`config.mk`:
```
export PLATFORM = sky130hd
export DESIGN_NAME = combo_lock
export DESIGN_NICKNAME = d
export VERILOG_FILES = /design/src/rtl/lock_pkg.sv /design/src/rtl/code_store.sv /design/src/rtl/digit_mux.sv /design/src/rtl/lock_fsm.sv /design/src/rtl/combo_lock.sv
export SDC_FILE = /design/constraint.sdc
export NUM_CORES = 1
export LEC_CHECK = 0
export ABC_AREA = 1
export BUFFER_PORTS_ARGS = -buffer_cell sky130_fd_sc_hd__buf_2
export CAP_MARGIN = 0
export CORE_ASPECT_RATIO = 1.75
export CORE_MARGIN = 3
export CORE_UTILIZATION = 35
export DETAILED_ROUTE_END_ITERATION = 10
export PLACE_DENSITY_LB_ADDON = 0.15
export SYNTH_ARGS = -nofsm -noshare
export SYNTH_HDL_FRONTEND = slang
export SYNTH_SLANG_ARGS = --single-unit
```
`constraint.sdc`:
```
create_clock -name clk -period 2.08 [get_ports clk]
set_input_delay 0.416 -clock clk [delete_from_list [all_inputs] [get_ports clk]]
set_output_delay 0.416 -clock clk [all_outputs]
set_load 0.1 [all_outputs]
```
`src/rtl/lock_pkg.sv`:
```
package lock_pkg;

    localparam int SLOTS = 3;
    localparam int ST_W  = 3;

    typedef enum logic [ST_W-1:0] {
        ST_D0   = 3'd0,
        ST_D1   = 3'd1,
        ST_D2   = 3'd2,
        ST_OPEN = 3'd3,
        ST_ERR  = 3'd4
    } lock_st_e;

    typedef struct packed {
        lock_st_e st;
        logic     opened;
    } fsm_t;

    function automatic logic is_check(input lock_st_e s);
        return (s == ST_D0) || (s == ST_D1) || (s == ST_D2);
    endfunction

endpackage

```
`src/rtl/code_store.sv`:
```
module code_store
    import lock_pkg::*;
#(
    parameter int DIGIT_W = 4
) (
    input  logic                       clk,
    input  logic [SLOTS-1:0]           slot_load,
    input  logic [DIGIT_W-1:0]         wr_val,
    output logic [SLOTS*DIGIT_W-1:0]   code_flat
);

    logic [DIGIT_W-1:0] slot_d [SLOTS];
    logic [DIGIT_W-1:0] slot_q [SLOTS];

    for (genvar g = 0; g < SLOTS; g++) begin : g_slot
        always_comb begin
            slot_d[g] = slot_q[g];
            if (slot_load[g]) begin
                slot_d[g] = wr_val;
            end
        end

        always_ff @(posedge clk) begin
            slot_q[g] <= slot_d[g];
        end

        assign code_flat[g*DIGIT_W +: DIGIT_W] = slot_q[g];
    end

endmodule

```
`src/rtl/digit_mux.sv`:
```
module digit_mux
    import lock_pkg::*;
#(
    parameter int DIGIT_W = 4
) (
    input  lock_st_e                   st,
    input  logic [SLOTS*DIGIT_W-1:0]   code_flat,
    output logic [DIGIT_W-1:0]         sel_digit
);

    always_comb begin
        sel_digit = '0;
        for (int i = 0; i < SLOTS; i++) begin
            if (st == lock_st_e'(i)) begin
                sel_digit = code_flat[i*DIGIT_W +: DIGIT_W];
            end
        end
    end

endmodule

```
`src/rtl/lock_fsm.sv`:
```
module lock_fsm
    import lock_pkg::*;
#(
    parameter int DIGIT_W = 4
) (
    input  logic               clk,
    input  logic               rst,
    input  logic               key_stb,
    input  logic [DIGIT_W-1:0] key_val,
    input  logic [DIGIT_W-1:0] sel_digit,
    output lock_st_e           st_q,
    output logic               open_q
);

    fsm_t cur_q;
    fsm_t nxt_d;

    always_comb begin
        nxt_d = cur_q;
        if (rst) begin
            nxt_d.st = ST_D0;
        end else if (is_check(cur_q.st) && key_stb) begin
            if (key_val != sel_digit) begin
                nxt_d.st = ST_ERR;
            end else if (cur_q.st == ST_D2) begin
                nxt_d.st = ST_OPEN;
            end else begin
                nxt_d.st = lock_st_e'(cur_q.st + 3'd1);
            end
        end
        nxt_d.opened = (nxt_d.st == ST_OPEN);
    end

    always_ff @(posedge clk) begin
        cur_q <= nxt_d;
    end

    assign st_q   = cur_q.st;
    assign open_q = cur_q.opened;

endmodule

```
`src/rtl/combo_lock.sv`:
```
module combo_lock
    import lock_pkg::*;
#(
    parameter int DIGIT_W = 4
) (
    input  logic               clk,
    input  logic               rst,
    input  logic [DIGIT_W-1:0] key_val,
    input  logic               key_stb,
    input  logic [SLOTS-1:0]   slot_load,
    output logic               unlocked
);

    logic [SLOTS*DIGIT_W-1:0] code_flat;
    logic [DIGIT_W-1:0]       sel_digit;
    lock_st_e                 st_q;

    code_store #(.DIGIT_W(DIGIT_W)) store_i (
        .clk       (clk),
        .slot_load (slot_load),
        .wr_val    (key_val),
        .code_flat (code_flat)
    );

    digit_mux #(.DIGIT_W(DIGIT_W)) mux_i (
        .st        (st_q),
        .code_flat (code_flat),
        .sel_digit (sel_digit)
    );

    lock_fsm #(.DIGIT_W(DIGIT_W)) fsm_i (
        .clk       (clk),
        .rst       (rst),
        .key_stb   (key_stb),
        .key_val   (key_val),
        .sel_digit (sel_digit),
        .st_q      (st_q),
        .open_q    (unlocked)
    );

endmodule

```
* Word-level counts from Yosys, hierarchy flattened
Memories as Yosys holds them, arrays and structs flattened. Cells that the tools add are included.
Cells by class: $add $sub $neg 1, equality and inequality tests 4, muxes and demuxes 10, reductions and logical operators 4
Operators by type and width (number):
- 2-to-1 mux 4 bit | 6
- 2-to-1 mux 3 bit | 4
- == test 3 x 2 -> 1 bit, second input constant | 2
- inequality test 4 bit | 1
- adder 3 x 1 -> 3 bit, second input constant | 1
- == test 3 x 1 -> 1 bit, second input constant | 1
- zero test 3 bit | 1
- logical OR 1 bit | 2
- logical AND 1 bit | 1
Storage, ports and cells: bits in registers 4, memory bits (writable) 12, output and inout bits 1, word-level logic and storage cells 22, memories 1
Memory list:
- store_i.slot_q | depth 3, width 4, read ports 3, clocked after memory_dff 0, wr ports 3, line code_store.sv:13 | logic [DIGIT_W-1:0] slot_q [SLOTS];

* Longest topological paths before layout
Gate-level depths: netlist (run 1).
depth in word-level cells 9, gate-level depth with buffers 14, mapped depth without buffers 14

* Modules after synthesis
Synthesis (run 1) repeated with hierarchy kept, for this count alone.
Second synthesis, totals: cell total of the unflattened synthesis 88, area, all modules 820.8 µm²
By module, submodules not included:
- code_store | instances 1, cells each 12, area an instance 360.3 µm², seq. area each 360.3 µm²
- lock_fsm | instances 1, cells each 57, area an instance 356.6 µm², seq. area each 80.1 µm²
- digit_mux | instances 1, cells each 19, area an instance 103.8 µm², seq. area each 0.0 µm²

* Worst setup path before layout (run 1)
OpenSTA, ideal clock, no wires.
path type reg2reg, start register fsm_i.cur_q (netlist bit fsm_i.st_q[0]), end register fsm_i.cur_q (netlist bit fsm_i.open_q), library setup time 0.064 ns, data arrival time 1.457 ns, data required time 2.016 ns, slack 0.559 ns, cell stages (with the launch flop) 12, period minus slack after synthesis 1.521 ns, path through dfxtp_1 inv_1 ha_1 nand2_4 or2_1 nand3_1 nand2_1 nor2_2 nand3_1 nand2_1 nand2_1 nor2_1
RTL lines:
- from (decl) | line lock_fsm.sv:15 | fsm_t cur_q;
- from (signal assigned) | line lock_fsm.sv:35 | cur_q <= nxt_d;

==> results of run 1 <==
[registers in the layout, summed over array words and instances (netlist names)]
register,flops
fsm_i.open_q,1
fsm_i.st_q,3
store_i.slot_q,12
[worst reg2reg max path, delay by kind of cell, from the launching register on]
family                     cells  cell delay (ns)
DFF                            1             0.35
and+or+nand+nor               11             0.94
buffers and inverters          2             0.16
adders and majority gates      1             0.26
[cells in the mapped netlist]
cell type                  number
sky130_fd_sc_hd__ha_1           4
sky130_fd_sc_hd__dfxtp_1        4
sky130_fd_sc_hd__nor2_1         7
sky130_fd_sc_hd__nor2_2         3
sky130_fd_sc_hd__or2_1          4
sky130_fd_sc_hd__inv_2          2
sky130_fd_sc_hd__nand2_4        1
sky130_fd_sc_hd__nand2_1       26
sky130_fd_sc_hd__nand3b_1       2
sky130_fd_sc_hd__inv_1         13
sky130_fd_sc_hd__nand3_1       10
sky130_fd_sc_hd__a21oi_1        5
sky130_fd_sc_hd__edfxtp_1      12
sky130_fd_sc_hd__o211ai_1       1
[routing by layer]
metal	global-route usage	wire length (um)
met1	0.121	614
met2	0.212	838
met3	0.0232	51
met4	0.0830	39
met5	0	0
[how the worst min path moves through the flow]
stage | start | to | slack (ns) | depth (start not counted)
floorplan | rst | fsm_i.st_q[1] | 0.49 | 1
global placement | fsm_i.st_q[1] | fsm_i.st_q[1] | 0.55 | 2
detailed placement | fsm_i.st_q[1] | fsm_i.st_q[1] | 0.54 | 2
CTS | rst | fsm_i.st_q[1] | 0.30 | 2
global route | rst | fsm_i.st_q[1] | 0.31 | 2
finish | rst | fsm_i.st_q[1] | 0.29 | 2
[logic make-up after synthesis]
family	Yosys count
buffers and inverters	15
adders and majority gates	4
and+or+nand+nor	53
DFF	16
AOI/OAI and AO/OA	6
[cell type report]
type,count,area [um2],share of cell area
flip-flops and latches,16,440,0.466
multi-input cells,63,332,0.351
inverters,15,56.3,0.0596
repair buffers,10,50.0,0.0530
clock buffers,4,36.3,0.0384
well taps,24,30.0,0.0318
[power by group through the flow]
stage | registers (mW) | logic, mW | clock network (mW)
finish | 0.374 | 0.0878 | 0.211
global route | 0.377 | 0.104 | 0.225
CTS | 0.375 | 0.0884 | 0.212
detailed placement | 0.382 | 0.0879 | 0
global placement | 0.381 | 0.0869 | 0
floorplan | 0.379 | 0.0588 | 0
[what timing repair did]
item,in CTS,in global routing
setup buffers,0,0
endpoints found under the setup margin,0,1
gates resized for setup,0,2
hold buffers,0,0
==> run_summary.xml, run 1 <==
<?xml version="1.0" encoding="UTF-8"?>
<metrics>
  <group name="synth">
    <metric name="synthMuxAreaShare" unit="">0</metric>
    <metric name="post_synth_fa_ha_maj_area_fraction" unit="">0.0608</metric>
    <metric name="syn_area" unit="um2">823</metric>
    <metric name="synth-xor-area-share" unit="">0</metric>
    <metric name="post-synth-top-area-cell" unit="">sky130_fd_sc_hd__edfxtp_1</metric>
    <metric name="ys_types" unit="">14</metric>
    <metric name="ys_top_cells_by_area" unit="">sky130_fd_sc_hd__edfxtp_1, sky130_fd_sc_hd__nand2_1, sky130_fd_sc_hd__dfxtp_1, sky130_fd_sc_hd__ha_1, sky130_fd_sc_hd__nand3_1</metric>
    <metric name="syn-num-nets" unit="">108</metric>
    <metric name="yosysWarnings" unit="">0</metric>
    <metric name="synth_simple_gate_area_share" unit="">0.296</metric>
    <metric name="yosys_register_bits" unit="">16</metric>
    <metric name="ys_seq_area_frac" unit="">0.535</metric>
    <metric name="synth_compound_area_frac" unit="">0.0395</metric>
    <metric name="synth_top_family_by_area" unit="">simple AND/OR/NAND/NOR gates</metric>
    <metric name="syn_avg_cell_area" unit="um2">8.76</metric>
    <metric name="syn-instance-count" unit="">94</metric>
    <metric name="area_share_of_the_largest_cell_type_after_synthesis" unit="">0.438</metric>
  </group>
  <group name="critical_path">
    <metric name="timing.critical_path.to" unit="">fsm_i.open_q</metric>
    <metric name="cp_data_required_time" unit="ns">2.31</metric>
    <metric name="crit_top_cell" unit="">sky130_fd_sc_hd__nand2_1</metric>
    <metric name="worst_path_dominant_cell_family" unit="">simple AND/OR/NAND/NOR gates</metric>
    <metric name="critical_path.startpoint" unit="">fsm_i.st_q[1]</metric>
    <metric name="timing.critical_path.arrival" unit="ns">1.99</metric>
    <metric name="critical_path_peak_fanout" unit="">6</metric>
    <metric name="cp_cell_instances" unit="">inv_1 &gt; ha_2 &gt; inv_2 &gt; nor2_2 &gt; nand2_1 &gt; nand3_1 &gt; nand2_1 &gt; nand2_1 &gt; nand2_1 &gt; nor2_2 &gt; nand3_1 &gt; nand2_1 &gt; nand2_1 &gt; nor2_1</metric>
    <metric name="critical_path_cell_count" unit="">14</metric>
    <metric name="r2r-end" unit="">fsm_i.open_q</metric>
    <metric name="timing.setup.critical_path_class" unit="">register to register</metric>
    <metric name="timing.critical_path.from_type" unit="">register</metric>
    <metric name="slowest_delay" unit="ns">0.35</metric>
    <metric name="timing.critical_path.to_type" unit="">register</metric>
    <metric name="r2r.worst_path.cells" unit="">14</metric>
    <metric name="critical_path.n_buffers_inverters" unit="">2</metric>
    <metric name="regToRegStartpoint" unit="">fsm_i.st_q[1]</metric>
    <metric name="critPathSlowestCell" unit="">sky130_fd_sc_hd__dfxtp_1</metric>
    <metric name="setup.reg_to_reg.worst_slack" unit="ns">0.33</metric>
  </group>
  <group name="sta">
    <metric name="timing.final.ws_setup" unit="ns">0.327</metric>
    <metric name="timing.hold.ws" unit="ns">0.295</metric>
    <metric name="setup_tns" unit="ns">0</metric>
    <metric name="rsz0062_at_grt" unit="">false</metric>
    <metric name="period_needed" unit="ns">1.75</metric>
    <metric name="final_hold_viol_count" unit="">0</metric>
    <metric name="timing.slew.headroom" unit="">0.679</metric>
    <metric name="clock-skew-final" unit="ns">0.00732</metric>
    <metric name="final_cycle_share" unit="">0.843</metric>
    <metric name="fmax" unit="GHz">0.571</metric>
    <metric name="max_slew.worst_pin.slew" unit="ns">0.485</metric>
    <metric name="report.final.slew_viol_count" unit="">0</metric>
    <metric name="setup_viol_count_final" unit="">0</metric>
  </group>
  <group name="layout">
    <metric name="nNetsFinal" unit="">123</metric>
    <metric name="area_delta_synth_final" unit="%">14.7</metric>
    <metric name="final.fill_count" unit="">221</metric>
    <metric name="fin_util" unit="">0.434</metric>
    <metric name="layout_commonest_cell" unit="">sky130_fd_sc_hd__nand2_1</metric>
    <metric name="final-instance-count-excl-fill" unit="">132</metric>
    <metric name="finished_layout_cell_area" unit="um2">945</metric>
    <metric name="layout-drive-gt1-share" unit="">0.204</metric>
    <metric name="top_library_cells_by_usage_in_the_layout_fill_and_taps_aside" unit="">sky130_fd_sc_hd__nand2_1, sky130_fd_sc_hd__inv_1, sky130_fd_sc_hd__edfxtp_1</metric>
    <metric name="antenna_cells_inserted" unit="">0</metric>
  </group>
  <group name="min_path">
    <metric name="hold_path_class" unit="">input port to register</metric>
  </group>
  <group name="pwr">
    <metric name="comb_power_share" unit="">0.130</metric>
    <metric name="power.clock.fraction" unit="">0.314</metric>
    <metric name="power_density" unit="nW/um2">712</metric>
    <metric name="sw_pwr" unit="mW">0.168</metric>
    <metric name="total_power" unit="mW">0.673</metric>
    <metric name="power.ir.vdd_worst" unit="V">0.000376</metric>
    <metric name="power.internal" unit="mW">0.505</metric>
    <metric name="seq_power_share" unit="">0.556</metric>
    <metric name="leakage_power" unit="nW">0.447</metric>
    <metric name="swShare" unit="">0.250</metric>
  </group>
  <group name="route">
    <metric name="detailroute.via_count" unit="">623</metric>
    <metric name="detailedRoute.firstPassIterationCount" unit="">4</metric>
    <metric name="ant_nets" unit="">0</metric>
    <metric name="detail_route.wirelength" unit="mm">1.54</metric>
    <metric name="wl_per_cell" unit="um">11.7</metric>
    <metric name="initialDrtViolationCount" unit="">18</metric>
    <metric name="post-route-drc-count" unit="">0</metric>
    <metric name="route.detailed.vias_per_inst" unit="">4.72</metric>
  </group>
  <group name="die">
    <metric name="floorplan.initialDensity" unit="">0.379</metric>
    <metric name="dieArea" unit="um2">2990</metric>
    <metric name="die_y" unit="um">70.2</metric>
    <metric name="floorplan.die.width" unit="um">42.7</metric>
    <metric name="num_io_pins" unit="">11</metric>
    <metric name="core.rowCount" unit="">22</metric>
    <metric name="core_region_area" unit="um2">2170</metric>
  </group>
  <group name="cts">
    <metric name="clock_latency" unit="ns">0.30</metric>
    <metric name="clock-root-buffer" unit="">sky130_fd_sc_hd__clkbuf_4</metric>
    <metric name="tritoncts" unit="">yes</metric>
    <metric name="cts.sink_count" unit="">16</metric>
    <metric name="clk_transition_reported_paths" unit="ns">0.10</metric>
    <metric name="numCtsBuffers" unit="">3</metric>
    <metric name="htreeDepth" unit="">1</metric>
    <metric name="clock_path_buffers" unit="">2</metric>
  </group>
  <group name="global_route">
    <metric name="first_global_vias" unit="">625</metric>
    <metric name="antenna_found_initial" unit="">0</metric>
    <metric name="grt_start_max_net_pins" unit="">10</metric>
    <metric name="global_route.overflow_total" unit="">0</metric>
    <metric name="grt_util_all_layers" unit="">0.121</metric>
    <metric name="grt_first_pass_wirelength" unit="mm">2.70</metric>
  </group>
  <group name="placement">
    <metric name="placement.setup.worst_slack" unit="ns">0.287</metric>
    <metric name="finalWeightedCongestion" unit="">0.715</metric>
    <metric name="place_inst" unit="">128</metric>
    <metric name="placement.io_buffers" unit="">10</metric>
    <metric name="placedInstanceArea" unit="um2">903</metric>
    <metric name="place.detailed.hpwl" unit="mm">1.24</metric>
  </group>
  <group name="status">
    <metric name="status" unit="">complete, no violations</metric>
  </group>
  <group name="flow_run">
    <metric name="cap_violations" unit="">0</metric>
  </group>
</metrics>
Power figures use the tool's default switching activity.
==> run 2, diff against run 1 <==
==> constraint.sdc (replaced) <==
create_clock -name clk -period 1.4 [get_ports clk]
set_input_delay 0.28 -clock clk [delete_from_list [all_inputs] [get_ports clk]]
set_output_delay 0.28 -clock clk [all_outputs]
set_load 0.1 [all_outputs]
==> run 2 against run 1 <==
The flow now finishes with violations (setup timing). Non-clock buffer count increased by 8. Hold slack got worse by 0.12 ns. Die area unchanged.
==> run_summary.xml, run 2 (same netlist as run 1, synthesis figures left out) <==
<?xml version="1.0" encoding="UTF-8"?>
<metrics>
  <group name="status">
    <metric name="status" unit="">complete, but fails checks</metric>
    <metric name="failed_checks" unit="">setup timing</metric>
  </group>
  <group name="sta">
    <metric name="setup_viol_count_final" unit="">4</metric>
    <metric name="rsz0062_at_grt" unit="">true</metric>
    <metric name="final_cycle_share" unit="">1.15</metric>
    <metric name="timing.slew.headroom" unit="">0.679</metric>
    <metric name="fmax" unit="GHz">0.619</metric>
    <metric name="final_hold_viol_count" unit="">0</metric>
    <metric name="timing.hold.ws" unit="ns">0.178</metric>
    <metric name="report.final.slew_viol_count" unit="">0</metric>
    <metric name="period_needed" unit="ns">1.61</metric>
    <metric name="max_slew.worst_pin.slew" unit="ns">0.484</metric>
    <metric name="timing.final.ws_setup" unit="ns">-0.215</metric>
    <metric name="clock-skew-final" unit="ns">0.00325</metric>
  </group>
  <group name="critical_path">
    <metric name="cp_cell_instances" unit="">inv_4 &gt; ha_4 &gt; inv_2 &gt; nor2_4 &gt; nand2_2 &gt; nand3_2 &gt; nand2_1 &gt; nand2_1 &gt; nand2_2 &gt; nor2_4 &gt; nand3_1 &gt; nand2_1 &gt; nand2_1 &gt; nor2_1</metric>
    <metric name="critical_path_peak_fanout" unit="">6</metric>
    <metric name="slowest_delay" unit="ns">0.37</metric>
    <metric name="crit_top_cell" unit="">sky130_fd_sc_hd__nand2_1</metric>
    <metric name="critical_path.n_buffers_inverters" unit="">2</metric>
    <metric name="timing.critical_path.to_type" unit="">register</metric>
    <metric name="regToRegStartpoint" unit="">fsm_i.st_q[1]</metric>
    <metric name="r2r-end" unit="">fsm_i.open_q</metric>
    <metric name="critical_path.startpoint" unit="">fsm_i.st_q[1]</metric>
    <metric name="timing.critical_path.to" unit="">fsm_i.open_q</metric>
    <metric name="critical_path_cell_count" unit="">14</metric>
    <metric name="worst_path_dominant_cell_family" unit="">simple AND/OR/NAND/NOR gates</metric>
    <metric name="timing.critical_path.arrival" unit="ns">1.84</metric>
    <metric name="setup.reg_to_reg.worst_slack" unit="ns">-0.21</metric>
    <metric name="timing.critical_path.from_type" unit="">register</metric>
    <metric name="critPathSlowestCell" unit="">sky130_fd_sc_hd__dfxtp_4</metric>
    <metric name="cp_data_required_time" unit="ns">1.63</metric>
    <metric name="r2r.worst_path.cells" unit="">14</metric>
    <metric name="timing.setup.critical_path_class" unit="">register to register</metric>
  </group>
  <group name="cts">
    <metric name="clk_transition_reported_paths" unit="ns">0.09</metric>
    <metric name="clock_path_buffers" unit="">2</metric>
    <metric name="clock-root-buffer" unit="">sky130_fd_sc_hd__clkbuf_4</metric>
    <metric name="post_cts_hold_buffer_count" unit="">0</metric>
    <metric name="clock_latency" unit="ns">0.28</metric>
    <metric name="numCtsBuffers" unit="">3</metric>
    <metric name="tritoncts" unit="">yes</metric>
    <metric name="htreeDepth" unit="">1</metric>
    <metric name="cts.sink_count" unit="">16</metric>
  </group>
  <group name="layout">
    <metric name="regArea" unit="um2">448</metric>
    <metric name="top_library_cells_by_usage_in_the_layout_fill_and_taps_aside" unit="">sky130_fd_sc_hd__nand2_1, sky130_fd_sc_hd__edfxtp_1, sky130_fd_sc_hd__inv_1</metric>
    <metric name="layout_commonest_cell" unit="">sky130_fd_sc_hd__nand2_1</metric>
    <metric name="antenna_cells_inserted" unit="">0</metric>
    <metric name="largest-register" unit="">store_i.slot_q</metric>
    <metric name="final-instance-count-excl-fill" unit="">139</metric>
    <metric name="largest_reg_flops" unit="">12</metric>
    <metric name="multi_input_comb_area" unit="um2">424</metric>
    <metric name="final.fill_count" unit="">209</metric>
    <metric name="layout-drive-gt1-share" unit="">0.426</metric>
    <metric name="nNetsFinal" unit="">131</metric>
    <metric name="area_delta_synth_final" unit="%">33.1</metric>
  </group>
  <group name="die">
    <metric name="floorplan.initialDensity" unit="">0.379</metric>
    <metric name="core.rowCount" unit="">22</metric>
    <metric name="core_region_area" unit="um2">2170</metric>
    <metric name="die_y" unit="um">70.2</metric>
    <metric name="dieArea" unit="um2">2990</metric>
    <metric name="floorplan.die.width" unit="um">42.7</metric>
    <metric name="num_io_pins" unit="">11</metric>
  </group>
  <group name="global_route">
    <metric name="grt_util_all_layers" unit="">0.122</metric>
    <metric name="antenna_found_initial" unit="">0</metric>
    <metric name="global_route.overflow_total" unit="">0</metric>
    <metric name="grt_first_pass_wirelength" unit="mm">2.72</metric>
    <metric name="grt_start_max_net_pins" unit="">9</metric>
    <metric name="first_global_vias" unit="">661</metric>
  </group>
  <group name="route">
    <metric name="ant_nets" unit="">0</metric>
    <metric name="route.detailed.vias_per_inst" unit="">4.83</metric>
    <metric name="initialDrtViolationCount" unit="">19</metric>
    <metric name="detail_route.wirelength" unit="mm">1.71</metric>
    <metric name="wl_per_cell" unit="um">12.3</metric>
    <metric name="detailedRoute.firstPassIterationCount" unit="">4</metric>
    <metric name="detailroute.via_count" unit="">672</metric>
    <metric name="post-route-drc-count" unit="">0</metric>
  </group>
  <group name="placement">
    <metric name="place_inst" unit="">134</metric>
    <metric name="place.detailed.hpwl" unit="mm">1.28</metric>
    <metric name="finalWeightedCongestion" unit="">0.731</metric>
    <metric name="placement.io_buffers" unit="">10</metric>
  </group>
  <group name="min_path">
    <metric name="worst_hold_start" unit="">rst</metric>
    <metric name="hold_path_class" unit="">input port to register</metric>
  </group>
  <group name="pwr">
    <metric name="leakage_power" unit="nW">0.508</metric>
    <metric name="power_density" unit="nW/um2">887</metric>
    <metric name="power.ir.vdd_worst" unit="V">0.000580</metric>
  </group>
  <group name="flow_run">
    <metric name="cap_violations" unit="">0</metric>
  </group>
</metrics>
run 2: cell count changes in the layout (fill, tap and decap cells not counted), moves of 4 or more:
| cell | previous run | this run |
|---|---|---|
| sky130_fd_sc_hd__nand2_1 | 26 | 16 |
| sky130_fd_sc_hd__nand2_2 | 0 | 10 |
| sky130_fd_sc_hd__buf_4 | 0 | 8 |
| sky130_fd_sc_hd__nand3_1 | 10 | 5 |
| sky130_fd_sc_hd__nand3_2 | 0 | 5 |
| sky130_fd_sc_hd__nor2_2 | 4 | 0 |
| sky130_fd_sc_hd__nor2_4 | 0 | 4 |
run 2: timing repair:
item,4_1_cts,5_1_grt
pin swaps,3,9
setup buffers,1,1
hold endpoints to repair,0,0
resized for setup,8,15
setup endpoints to repair,4,4
run 2: power by group:
part / switching (mW) / internal [mW]
Clock: 0.138 / 0.0999
Sequential: 0.0151 / 0.541
Combinational: 0.108 / 0.0705
Total: 0.261 / 0.711
run 2: metrics by stage:
stage / setup slack [ns] / power [mW] / utilization / setup TNS, ns / instance area, um2
finish: -0.215 / 0.972 / 0.504 / -0.744 / 1100
floorplan: -0.0356 / 0.655 / - / -0.0356 / 853
global placement: -0.270 / 0.710 / 0.450 / -0.928 / 978
global route: -0.385 / 1.03 / 0.504 / -1.27 / 1100
CTS: -0.206 / 0.957 / 0.479 / -0.692 / 1040
detailed placement: -0.274 / 0.712 / 0.450 / -0.957 / 978
run 2: routing by layer:
metal  track usage  routed length, um  vias to the layer above
met2         0.219                998                        7
met4        0.0727                 20                        0
met3        0.0155                 34                        2
met1         0.127                654                      316
met5             0                  0                        -
li1              -                  -                      347
run 2: how the worst min path moves through the flow:
stage / end / slack, ns / depth (start not counted)
2_1_floorplan: fsm_i.st_q[1] / 0.34 / 1
3_3_place_gp: fsm_i.st_q[1] / 0.47 / 2
3_5_place_dp: fsm_i.st_q[1] / 0.48 / 2
4_1_cts: fsm_i.st_q[1] / 0.17 / 2
5_1_grt: fsm_i.st_q[1] / 0.18 / 2
6_report: fsm_i.st_q[1] / 0.18 / 2
run 2: layout make-up:
class | instances | share of cell area
well taps | 24 | 0.0274
inverters | 15 | 0.0559
repair buffers | 18 | 0.100
flip-flops and latches | 16 | 0.409
clock buffers | 3 | 0.0205
multi-input cells | 63 | 0.387
